## src/rtl/cheat_patch.sv

```systemverilog
module cheat_patch #(
  parameter int ENTRIES = 8
) (
  input  logic       clk,
  input  logic       rst_n,
  input  logic       chr_valid,
  input  logic [7:0] chr_in,
  input  logic       commit,
  input  logic       clear_all,
  input  logic       rd_en,
  input  logic [15:0] rd_addr,
  input  logic [7:0] cart_data,
  output logic [7:0] bus_data,
  output logic [7:0] open_bus,
  output logic       err,
  output logic       full
);
  localparam int IDX_W = (ENTRIES > 1) ? $clog2(ENTRIES) : 1;

  logic [3:0] nib [8];
  logic [3:0] cnt;
  logic       bad;

  logic [ENTRIES-1:0] valid;
  logic [ENTRIES-1:0] t_hascmp;
  logic [15:0] t_addr [ENTRIES];
  logic [7:0]  t_data [ENTRIES];
  logic [7:0]  t_cmp  [ENTRIES];

  function automatic logic [4:0] letter(input logic [7:0] c);
    case (c)
      "A": letter = 5'h10; "P": letter = 5'h11; "Z": letter = 5'h12; "L": letter = 5'h13;
      "G": letter = 5'h14; "I": letter = 5'h15; "T": letter = 5'h16; "Y": letter = 5'h17;
      "E": letter = 5'h18; "O": letter = 5'h19; "X": letter = 5'h1A; "U": letter = 5'h1B;
      "K": letter = 5'h1C; "S": letter = 5'h1D; "V": letter = 5'h1E; "N": letter = 5'h1F;
      default: letter = 5'h00;
    endcase
  endfunction

  logic [4:0] lk;
  assign lk = letter(chr_in);

  always_ff @(posedge clk) begin
    if (!rst_n) begin
      cnt <= '0;
      bad <= 1'b0;
    end else if (commit) begin
      cnt <= '0;
      bad <= 1'b0;
    end else if (chr_valid) begin
      if (cnt != 4'hF) cnt <= cnt + 4'd1;
      if (!lk[4]) bad <= 1'b1;
    end
  end

  always_ff @(posedge clk) begin
    if (chr_valid && !commit && cnt < 4'd8) nib[cnt[2:0]] <= lk[3:0];
  end

  logic        is8, len_ok, code_ok;
  logic [15:0] dec_addr;
  logic [7:0]  dec_data, dec_cmp;
  logic [3:0]  last;

  assign is8     = (cnt == 4'd8);
  assign len_ok  = (cnt == 4'd6) || is8;
  assign code_ok = len_ok && !bad;
  assign last    = is8 ? nib[7] : nib[5];
  assign dec_addr = 16'h8000 | {1'b0, nib[3][2:0], nib[4][3], nib[5][2:0],
                                nib[1][3], nib[2][2:0], nib[3][3], nib[4][2:0]};
  assign dec_data = {nib[0][3], nib[1][2:0], last[3], nib[0][2:0]};
  assign dec_cmp  = {nib[6][3], nib[7][2:0], nib[5][3], nib[6][2:0]};

  logic             sel_ok;
  logic [IDX_W-1:0] sel;

  always_comb begin
    sel_ok = 1'b0;
    sel    = '0;
    for (int i = ENTRIES - 1; i >= 0; i--)
      if (!valid[i]) begin
        sel_ok = 1'b1;
        sel    = IDX_W'(i);
      end
    for (int i = ENTRIES - 1; i >= 0; i--)
      if (valid[i] && t_addr[i] == dec_addr) begin
        sel_ok = 1'b1;
        sel    = IDX_W'(i);
      end
  end

  logic do_store;
  assign do_store = commit && !clear_all && code_ok && sel_ok;

  always_ff @(posedge clk) begin
    if (!rst_n) begin
      valid <= '0;
      err   <= 1'b0;
      full  <= 1'b0;
    end else if (clear_all) begin
      valid <= '0;
      full  <= 1'b0;
    end else if (commit) begin
      err  <= !code_ok;
      full <= code_ok && !sel_ok;
      if (do_store) valid[sel] <= 1'b1;
    end
  end

  always_ff @(posedge clk) begin
    if (do_store) begin
      t_addr[sel]   <= dec_addr;
      t_data[sel]   <= dec_data;
      t_cmp[sel]    <= dec_cmp;
      t_hascmp[sel] <= is8;
    end
  end

  logic       patch;
  logic [7:0] pval;

  always_comb begin
    patch = 1'b0;
    pval  = '0;
    for (int i = 0; i < ENTRIES; i++)
      if (valid[i] && t_addr[i] == rd_addr && (!t_hascmp[i] || t_cmp[i] == cart_data)) begin
        patch = 1'b1;
        pval  = t_data[i];
      end
  end

  assign bus_data = (rd_addr >= 16'h4020 && patch) ? pval : cart_data;

  always_ff @(posedge clk) begin
    if (!rst_n) open_bus <= '0;
    else if (rd_en) open_bus <= bus_data;
  end
endmodule


```

## config.mk

```make
export PLATFORM = sky130hd
export DESIGN_NAME = cheat_patch
export DESIGN_NICKNAME = d
export VERILOG_FILES = /design/src/rtl/cheat_patch.sv
export SDC_FILE = /design/constraint.sdc
export NUM_CORES = 1
export LEC_CHECK = 0
export BUFFER_PORTS_ARGS = -buffer_cell sky130_fd_sc_hd__buf_2
export CORE_AREA = 2 2 162 164
export CTS_CLUSTER_SIZE = 12
export DETAILED_ROUTE_END_ITERATION = 12
export DIE_AREA = 0 0 164 166
export MAX_ROUTING_LAYER = met4
export PLACE_DENSITY = 0.89
export SLEW_MARGIN = 20
export SYNTH_ARGS = -nofsm -noshare
export SYNTH_HDL_FRONTEND = slang
export SYNTH_SLANG_ARGS = --single-unit
```

## constraint.sdc

```tcl
create_clock -name clk -period 4.6 [get_ports clk]
set_input_delay 0.69 -clock clk [delete_from_list [all_inputs] [get_ports clk]]
set_output_delay 0.69 -clock clk [all_outputs]
set_load 0.005 [all_outputs]
```

==> results of run 1 <==
## final cells by class
| type | instances | area [um2] | area share [%] |
|---|---|---|---|
| Antenna cell | 2 | 5.00 | 0.0299 |
| Clock inverter | 6 | 66.3 | 0.397 |
| Sequential cell | 310 | 9080 | 54.3 |
| Tap cell | 335 | 419 | 2.51 |
| Inverter | 22 | 82.6 | 0.494 |
| Multi-Input combinational cell | 751 | 5670 | 33.9 |
| Clock buffer | 50 | 867 | 5.19 |
| Timing Repair Buffer | 89 | 531 | 3.17 |
## per-stage QoR
stage	setup WS, ns	hold WS [ns]	total power, uW	cell area [um2]	std cells
2_1_floorplan	0.818	0.430	3280	15100	1134
3_3_place_gp	0.801	0.444	3340	15800	1507
3_5_place_dp	0.783	0.452	3340	15800	1507
4_1_cts	0.662	0.391	5670	16700	1563
5_1_grt	0.490	0.409	5800	16700	1565
6_report	0.593	0.410	5670	16700	1565
## how the worst min path moves through the flow
stage / end
2_1_floorplan: bad
3_3_place_gp: bad
3_5_place_dp: bad
4_1_cts: cnt[2]
5_1_grt: cnt[2]
6_report: cnt[2]
## sequential cells by signal, indices dropped and copies added (netlist names)
| register | flops |
|---|---|
| nib | 31 |
| valid | 8 |
| t_hascmp | 8 |
| full | 1 |
| t_addr | 120 |
| cnt | 4 |
| err | 1 |
| bad | 1 |
| t_cmp | 64 |
| t_data | 64 |
| open_bus | 8 |
## synth_stat cells, drive strengths merged, types with 8 or more instances
library cell | number | area (um2)
xnor2 | 180 | 1580
nor2 | 43 | 166
a21oi | 18 | 90.1
o31ai | 10 | 80.1
mux2i | 8 | 80.1
nand2b | 11 | 68.8
or2 | 9 | 56.3
nand2 | 44 | 165
inv | 22 | 82.6
nand3 | 8 | 40.0
o21ai | 21 | 105
xor2 | 128 | 1150
edfxtp | 287 | 8620
dfxtp | 23 | 460
buf | 44 | 337
nor4 | 74 | 507
nand4 | 77 | 488
nor3b | 12 | 95.1
## worst register-to-register path: stages, from the launching register on
cell and delay, ns:
edfxtp_1 0.78, xnor2_1 0.20, nand4_1 0.16, nor4_1 0.75, o21bai_1 0.22, a211oi_1 0.11
o21bai_1 0.87, nor2_4 0.05, buf_4 0.33
## cell usage in the layout (no fill, tap or decap), drive strengths merged, types with 12 or more instances in the layout
cell type | netlist | final
nor2 | 43 | 43
nor4 | 74 | 74
inv | 22 | 23
dfxtp | 23 | 23
xnor2 | 180 | 180
a21oi | 18 | 18
clkbuf | 7 | 50
nand2 | 44 | 44
xor2 | 128 | 128
nand4 | 77 | 77
nor3b | 12 | 12
o21ai | 21 | 21
buf | 44 | 89
edfxtp | 287 | 287
## logic make-up (layout without fill, tap and decap cells)
logic type / Yosys count / after routing / share of synthesized area (%)
compound gates: 114 / 114 / 5.72
xor+xnor: 308 / 308 / 18.0
fa+ha+maj: 3 / 3 / 0.248
buf+inv: 73 / 167 / 2.95
flops: 310 / 310 / 60.0
mux: 10 / 10 / 0.678
other cells: 0 / 2 / 0
simple gates: 316 / 316 / 12.4
## power by group through the flow
stage               Sequential (uW)  Clock [uW]  Combinational (uW)
global route                   3050        2490                 257
detailed placement             3110           0                 233
CTS                            3050        2380                 236
global placement               3110           0                 226
floorplan                      3110           0                 171
finish                         3050        2370                 241
## metal layers
metal  vias to the layer above  global-route usage [%]  routed length, um
li1                       4374                       -                  -
met1                      4885                    41.9              15300
met2                       726                    46.4              18500
met3                       150                    5.52               4440
met4                         0                    15.3               2110
met5                         -                       -                  0
==> metrics, run 1 <==
outcome=completed; setup bufs post-CTS=0; Avg Synthesized Cell Area=between 10 and 15 um2; Post-synth EDFFs=around 290; Core Region=~26000 um2; Largest delay share family, worst path=compound AO/OA/AOI/OAI gates; Slew HR=between 20% and 30%; Worst-Skew Late Latency=around 0.58 ns; pin count of the biggest net entering global routing=33; fmax=~250 MHz; final setup fails=0; global-route wire length before repair=61.6 mm; Detailed Place HPWL=~27 mm; gpl congestion=just over 1; Worst Hold Class=primary input to flip-flop; cts hold-fix bufs=0; cell internal pwr=4470 uW; Req. time, crit path=a little under 4 ns; Least-Margin Pin Slew=approximately 1.1 ns; RSZ-0062 raised after global routing=no; Reg2Reg Launch Point=nib[3][3]; startpoint types=flip-flop; fin util=65.3%; WP buf/inv=1; yosys warns=0; reg2reg end=t_cmp[3][1]; Final Hold Viols=0; WL final=a little over 40 mm; Die Wd=164 um; I/O pin total=56; Hold Crit Start=chr_valid; initial antenna violation count=2; Flop pwr share=a little over half; number of global-route vias before repair=approximately 10000; Sw Pwr=1200 uW; Iteration-0 DRC Markers=1346; Largest stage delay, worst path=between 0.7 and 0.8 ns; Clock power frac=between 40% and 50%; maximum root-to-sink buffer count=3; chip height=~170 um; Cells on Worst Hold Path=2; CTS Buf Count=31; critical path class=flip-flop to primary output; final slew viol count=0; DRC Markers=0; post-synthesis instance area=roughly 15000 um2; Filler cells=roughly 1700; vias per inst=between 6 and 7; sequential share of the synthesized area=60.0%; CTS tree=yes; CTS clock-pin slew for the worst setup and hold paths=0.06 ns; CTS H-tree depth=1; Final Net Count=1246; Synth Net Count=1175; critical-path cell list=xnor2_1 -> nand4_1 -> o21ai_0 -> nand2_1 -> mux2i_1 -> o2111a_1 -> o22ai_2 -> buf_2; critical path arrival=roughly 3.3 ns; ys async rst share=0%; CP Capture Type=primary output; Worst R2R Path Depth=8; Tcrit/Tclk final=~87%; Seq cells post-synth=310; critical path peak fanout=5; all-layer global routing usage=between 30% and 40%; DR WL/cell=approximately 26 um; Max Cap Viol=0; die area=approximately 27000 um2; vias=about 10000; quantity of gates resized following cts=0; Initial Util=59.1%; CP endpoint=bus_data[6]; setup tns final=0 ns; Area growth syn-to-layout=10.5%; layout cells sized above 1=between 10% and 20%; Initial DRT Pass Iterations=5; Slowest-stage cell, CP=o21ai_0; Final ANT Viol Nets=0; CTS root buffer=clkbuf_16; IO Port Bufs=between 50 and 60; worst vdd ir=between 200 and 300 uV; total congestion overflow=0; Switching Fraction=21.1%; synthesized instance count=between 1000 and 1500; most used flip-flop cell after synthesis=edfxtp_1; R2R Setup Slk=0.80 ns; CP Depth=8; PwrDens=~340 nW/um2; Rows=slightly below 60; Critical Path Source=t_cmp[5][6]; clock sink total=310; post-route clock skew=0.0160 ns; Leak=0.00546 uW; Period minus WS final=between 4 and 5 ns; Logic pwr share=under 10%; post-synthesis cell type count=between 70 and 80
Power figures use the tool's default switching activity.
==> run 2: changes to the inputs <==
Settings changed: CELL_PAD_IN_SITES_DETAIL_PLACEMENT set to 1, CELL_PAD_IN_SITES_GLOBAL_PLACEMENT set to 1, CORE_AREA 2 2 162 164 to 2 2 148 207, DIE_AREA 0 0 164 166 to 0 0 150 209, PLACE_DENSITY 0.89 to 0.91.
==> metrics, run 2 (synthesis gave the netlist of run 1 again) <==
outcome=completed (unchanged); Fin Hold WS=0.392 ns (was 0.410 ns); max reg flops=120 (unchanged); placed inst area=15900 um2 (was 15800 um2); Req. time, crit path=3.91 ns (about the same); clock sink total=310 (unchanged); Biggest register=t_addr (unchanged); setup bufs post-CTS=0 (unchanged); I/O pin total=56 (unchanged); startpoint types=flip-flop (unchanged); Initial DRT Pass Iterations=5 (unchanged); CTS H-tree depth=1 (unchanged); Final Hold Viols=0 (unchanged); Filler cells=2923 (was 1728); DR WL/cell=30.2 um (was 25.8 um); fmax=242 MHz (was 250 MHz); Rows=75 (was 59); Die Wd=150 um (was 164 um); Slew HR=33.1% (was 27.5%); Max Cap Viol=0 (unchanged); critical path class=flip-flop to primary output (unchanged); IO Port Bufs=55 (unchanged); Area growth syn-to-layout=11.0% (was 10.5%); commonest cells after routing, fill and taps aside=287 x edfxtp_1, 180 x xnor2_1, 124 x xor2_1 (unchanged); CTS Buf Count=31 (unchanged); layout cells sized above 1=13.7% (was 13.5%); maximum root-to-sink buffer count=3 (unchanged); WL final=48.5 mm (was 40.4 mm); Period minus WS final=4.13 ns (was 4.01 ns); critical path peak fanout=8 (was 5); cts hold-fix bufs=0 (unchanged); CTS root buffer=clkbuf_16 (unchanged); number of global-route vias before repair=11300 (was 10300); total congestion overflow=0 (unchanged); final setup fails=0 (unchanged); Cells on Worst Hold Path=2 (unchanged); most common cell after layout, fill and taps aside=edfxtp_1 (unchanged); Final ANT Viol Nets=0 (unchanged); vias per inst=6.38 (was 6.48); initial antenna violation count=0 (was 2); DRC Markers=0 (unchanged); CTS tree=yes (unchanged); gpl congestion=0.992 (was 1.04); PwrDens=334 nW/um2 (was 339 nW/um2); CP Capture Type=primary output (unchanged); post-route clock skew=0.0305 ns (was 0.0160 ns); Largest regs=t_addr (120), t_cmp (64), t_data (64) (unchanged); all-layer global routing usage=32.5% (was 31.3%); diodes inserted=0 (was 2); Final Net Count=1246 (unchanged); Detailed Place HPWL=34.6 mm (was 27.4 mm); post-route cell area=16800 um2 (was 16700 um2); Worst-Skew Late Latency=0.58 ns (about the same); critical path arrival=3.44 ns (was 3.32 ns); Worst Hold Class=primary input to flip-flop (unchanged); Leak=0.00545 uW (was 0.00546 uW); quantity of gates resized following cts=0 (unchanged); Final Power=5610 uW (was 5670 uW); chip height=209 um (was 166 um); setup tns final=0 ns (unchanged); Core Region=29700 um2 (was 25600 um2); worst vdd ir=275 uV (was 294 uV); RSZ-0062 raised after global routing=no (unchanged); Initial Util=51.0% (was 59.1%); die area=31400 um2 (was 27200 um2); Worst R2R Path Depth=8 (unchanged); final slew viol count=0 (unchanged); Least-Margin Pin Slew=1.00 ns (was 1.09 ns); vias=10200 (was 10100); pin count of the biggest net entering global routing=33 (unchanged); Tcrit/Tclk final=89.9% (was 87.1%); CTS clock-pin slew for the worst setup and hold paths=0.06 ns (about the same); global-route wire length before repair=71.9 mm (was 61.6 mm); Iteration-0 DRC Markers=894 (was 1346)
## run 2: changes by cell type in the layout (fill, tap and decap cells not counted), sizes merged
cell	change
bufinv	-1
clkbuf	-6
clkinv	-2
clkinvlp	+2
diode	-2
inv	-1
## run 2: area by class of cell
cell class	instances	area, um2	area share (%)
tap	385	482	2.87
clock inverter	4	23.8	0.141
sequential	310	9080	54.0
clock buffer	44	855	5.09
timing repair buffer	89	618	3.68
inverter	22	82.6	0.491
multi-input combinational	751	5670	33.7
## run 2: where the power goes
group          total, uW  internal [uW]  switching (uW)
combinational        250           83.1             166
clock               2310           1270            1040
sequential          3050           3040            6.94
## run 2: worst paths after layout
| check | from | to | slack (ns) |
|---|---|---|---|
| worst max-delay path | t_addr[3][0] | bus_data[0] | 0.47 |
| worst min-delay path | chr_valid | cnt[2] | 0.39 |
| worst max register to register | nib[3][3] | t_cmp[0][7] | 0.83 |
| worst min register to register | full | full | 0.47 |
## run 2: per-stage QoR
step                worst slack [ns]  util [%]  instances
global placement               0.751      53.7       1557
global route                   0.366      56.7       1605
floorplan                      0.818         -       1134
finish                         0.467      56.7       1605
CTS                            0.514      56.7       1605
detailed placement             0.630      53.7       1557
## run 2: routing by layer
metal | track usage (%) | wire length [um]
met1 | 34.6 | 16700
met2 | 54.4 | 24600
met3 | 3.49 | 2480
met4 | 26.0 | 4660
met5 | - | 0
## run 2: critical path: stages (launching register included)
cell       delay (ns)
edfxtp_1         0.45
xor2_1           0.21
nor4_1           0.36
nand4_1          0.43
o2bb2ai_1        0.56
nor3b_2          0.11
nand4_2          0.25
o21ai_1          0.14
or2_1            0.25
buf_2            0.13
==> run 3: changes to the inputs <==
Settings changed: PLACE_DENSITY 0.91 to 0.81.
==> metrics, run 3 (synthesis gave the netlist of run 1 again) <==
IO Port Bufs=55 (unchanged); startpoint types=flip-flop (unchanged); Final Net Count=1241 (was 1246); critical path arrival=3.45 ns (was 3.44 ns); diodes inserted=0 (unchanged); Worst Hold Endpoint=cnt[2] (unchanged); DRC Markers=0 (unchanged); Final ANT Viol Nets=0 (unchanged); Worst R2R Path Depth=9 (was 8); maximum root-to-sink buffer count=3 (unchanged); Req. time, crit path=3.91 ns (about the same); setup bufs post-CTS=0 (unchanged); Slew HR=28.3% (was 33.1%); pre-CTS setup slack=0.600 ns (was 0.630 ns); Core Region=29700 um2 (unchanged); Slowest-stage cell, CP=or3_1 (was o2bb2ai_1); Die Wd=150 um (unchanged); Max Cap Viol=0 (unchanged); reg2reg end=t_addr[6][1] (was t_cmp[0][7]); post-route clock skew=0.0135 ns (was 0.0305 ns); RSZ-0062 raised after global routing=no (unchanged); most common cell after layout, fill and taps aside=edfxtp_1 (unchanged); Largest regs=t_addr (120), t_cmp (64), t_data (64) (unchanged); number of global-route vias before repair=10900 (was 11300); DR WL/cell=29.8 um (was 30.2 um); Largest stage delay, worst path=0.48 ns (was 0.56 ns); quantity of gates resized following cts=0 (unchanged); critical path class=flip-flop to primary output (unchanged); Period minus WS final=4.14 ns (was 4.13 ns); clock sink total=310 (unchanged); critical path peak fanout=4 (was 8); gpl congestion=0.999 (was 0.992); Leak=0.00544 uW (was 0.00545 uW); vias=9989 (was 10200); total congestion overflow=0 (unchanged); placed inst area=15900 um2 (about the same); layout cells sized above 1=13.1% (was 13.7%); Biggest register=t_addr (unchanged); Final Power=5620 uW (was 5610 uW); CTS Buf Count=31 (unchanged); Rows=75 (unchanged); WL final=47.7 mm (was 48.5 mm); # placed instances=1552 (was 1557); Reg2Reg Launch Point=nib[4][3] (was nib[3][3]); Non-Filler Instances=1604 (was 1605); CP Capture Type=primary output (unchanged); pin count of the biggest net entering global routing=33 (unchanged); worst vdd ir=299 uV (was 275 uV); R2R Setup Slk=0.81 ns (was 0.83 ns); Hold Crit Start=chr_valid (unchanged); outcome=completed (unchanged); CTS tree=yes (unchanged); cts hold-fix bufs=0 (unchanged); max reg flops=120 (unchanged); commonest cells after routing, fill and taps aside=287 x edfxtp_1, 180 x xnor2_1, 124 x xor2_1 (unchanged); final slew viol count=0 (unchanged); Tcrit/Tclk final=89.9% (about the same); CTS root buffer=clkbuf_16 (unchanged); final setup fails=0 (unchanged); critical-path cell list=xor2_1 -> nor4_1 -> nand4_1 -> or3_1 -> o221a_1 -> nor4_2 -> or2_1 -> buf_2 (was xor2_1 -> nor4_1 -> nand4_1 -> o2bb2ai_1 -> nor3b_2 -> nand4_2 -> o21ai_1 -> or2_1 -> buf_2); CTS H-tree depth=1 (unchanged); I/O pin total=56 (unchanged); die area=31400 um2 (unchanged); chip height=209 um (unchanged); Initial Util=51.0% (unchanged); post-route cell area=16800 um2 (about the same); fmax=242 MHz (about the same); global-route wire length before repair=70.5 mm (was 71.9 mm); PwrDens=335 nW/um2 (was 334 nW/um2); Least-Margin Pin Slew=1.08 ns (was 1.00 ns); initial antenna violation count=0 (unchanged); Worst-Skew Late Latency=0.57 ns (was 0.58 ns); all-layer global routing usage=32.1% (was 32.5%); Detailed Place HPWL=34.4 mm (was 34.6 mm); setup tns final=0 ns (unchanged); Worst Hold Class=primary input to flip-flop (unchanged); Area growth syn-to-layout=10.9% (was 11.0%); vias per inst=6.23 (was 6.38); Final Hold Viols=0 (unchanged); Cells on Worst Hold Path=2 (unchanged); final worst setup slack=0.463 ns (was 0.467 ns); Iteration-0 DRC Markers=718 (was 894); CTS clock-pin slew for the worst setup and hold paths=0.06 ns (about the same); Initial DRT Pass Iterations=5 (unchanged); Filler cells=3005 (was 2923)
-- run 3: changes by cell type in the layout (fill, tap and decap cells not counted), sizes merged --
cell / change
buf: -5
clkinv: +4
clkinvlp: -2
bufinv: +1
clkbuf: +1
-- run 3: critical path: cells and delay by family, from the launching register on --
kind                   cells  cell delay, ns
AND/OR/NAND/NOR            5            1.83
buffers and inverters      1            0.12
XOR/XNOR                   1            0.20
flip-flops                 1            0.44
AO/OA/AOI/OAI              1            0.27
-- run 3: metrics by stage --
| step | utilization [%] | hold WS, ns |
|---|---|---|
| floorplan | - | 0.430 |
| global placement | 53.6 | 0.454 |
| detailed placement | 53.6 | 0.481 |
| CTS | 56.6 | 0.410 |
| global route | 56.6 | 0.437 |
| finish | 56.6 | 0.424 |
-- run 3: how the worst max path moves through the flow --
stage / from / cells past startpoint / endpoint
global placement: rd_addr[2] / 9 / bus_data[0]
floorplan: nib[3][3] / 9 / t_addr[6][0]
finish: t_addr[2][2] / 8 / bus_data[0]
global route: t_addr[2][4] / 8 / bus_data[0]
detailed placement: rd_addr[2] / 9 / bus_data[0]
CTS: t_addr[2][2] / 8 / bus_data[0]
-- run 3: power by group --
part	internal [uW]	leakage (uW)	switching [uW]	total (uW)
registers	3040	0.00280	6.79	3050
logic	83.2	0.00221	165	248
clock network	1290	0.000429	1030	2320
total	4410	0.00544	1200	5620
-- run 3: final cells by class --
class,instances,area [um2],share of cell area [%]
sequential,310,9080,54.1
clock inverter,7,56.3,0.335
clock buffer,45,828,4.93
timing repair buffer,84,593,3.53
multi-input combinational,751,5670,33.8
tap,385,482,2.87
inverter,22,82.6,0.492
-- run 3: metal layers --
metal  wire [um]  track usage (%)  vias to the layer above  share of wire, %
met1       16300             33.9                     5086                34
met2       25400             56.0                      384                53
met4        3440             20.8                        0               7.2
met3        2580             4.02                      154               5.4
li1            -                -                     4365                 -
met5           0                -                        -                 0
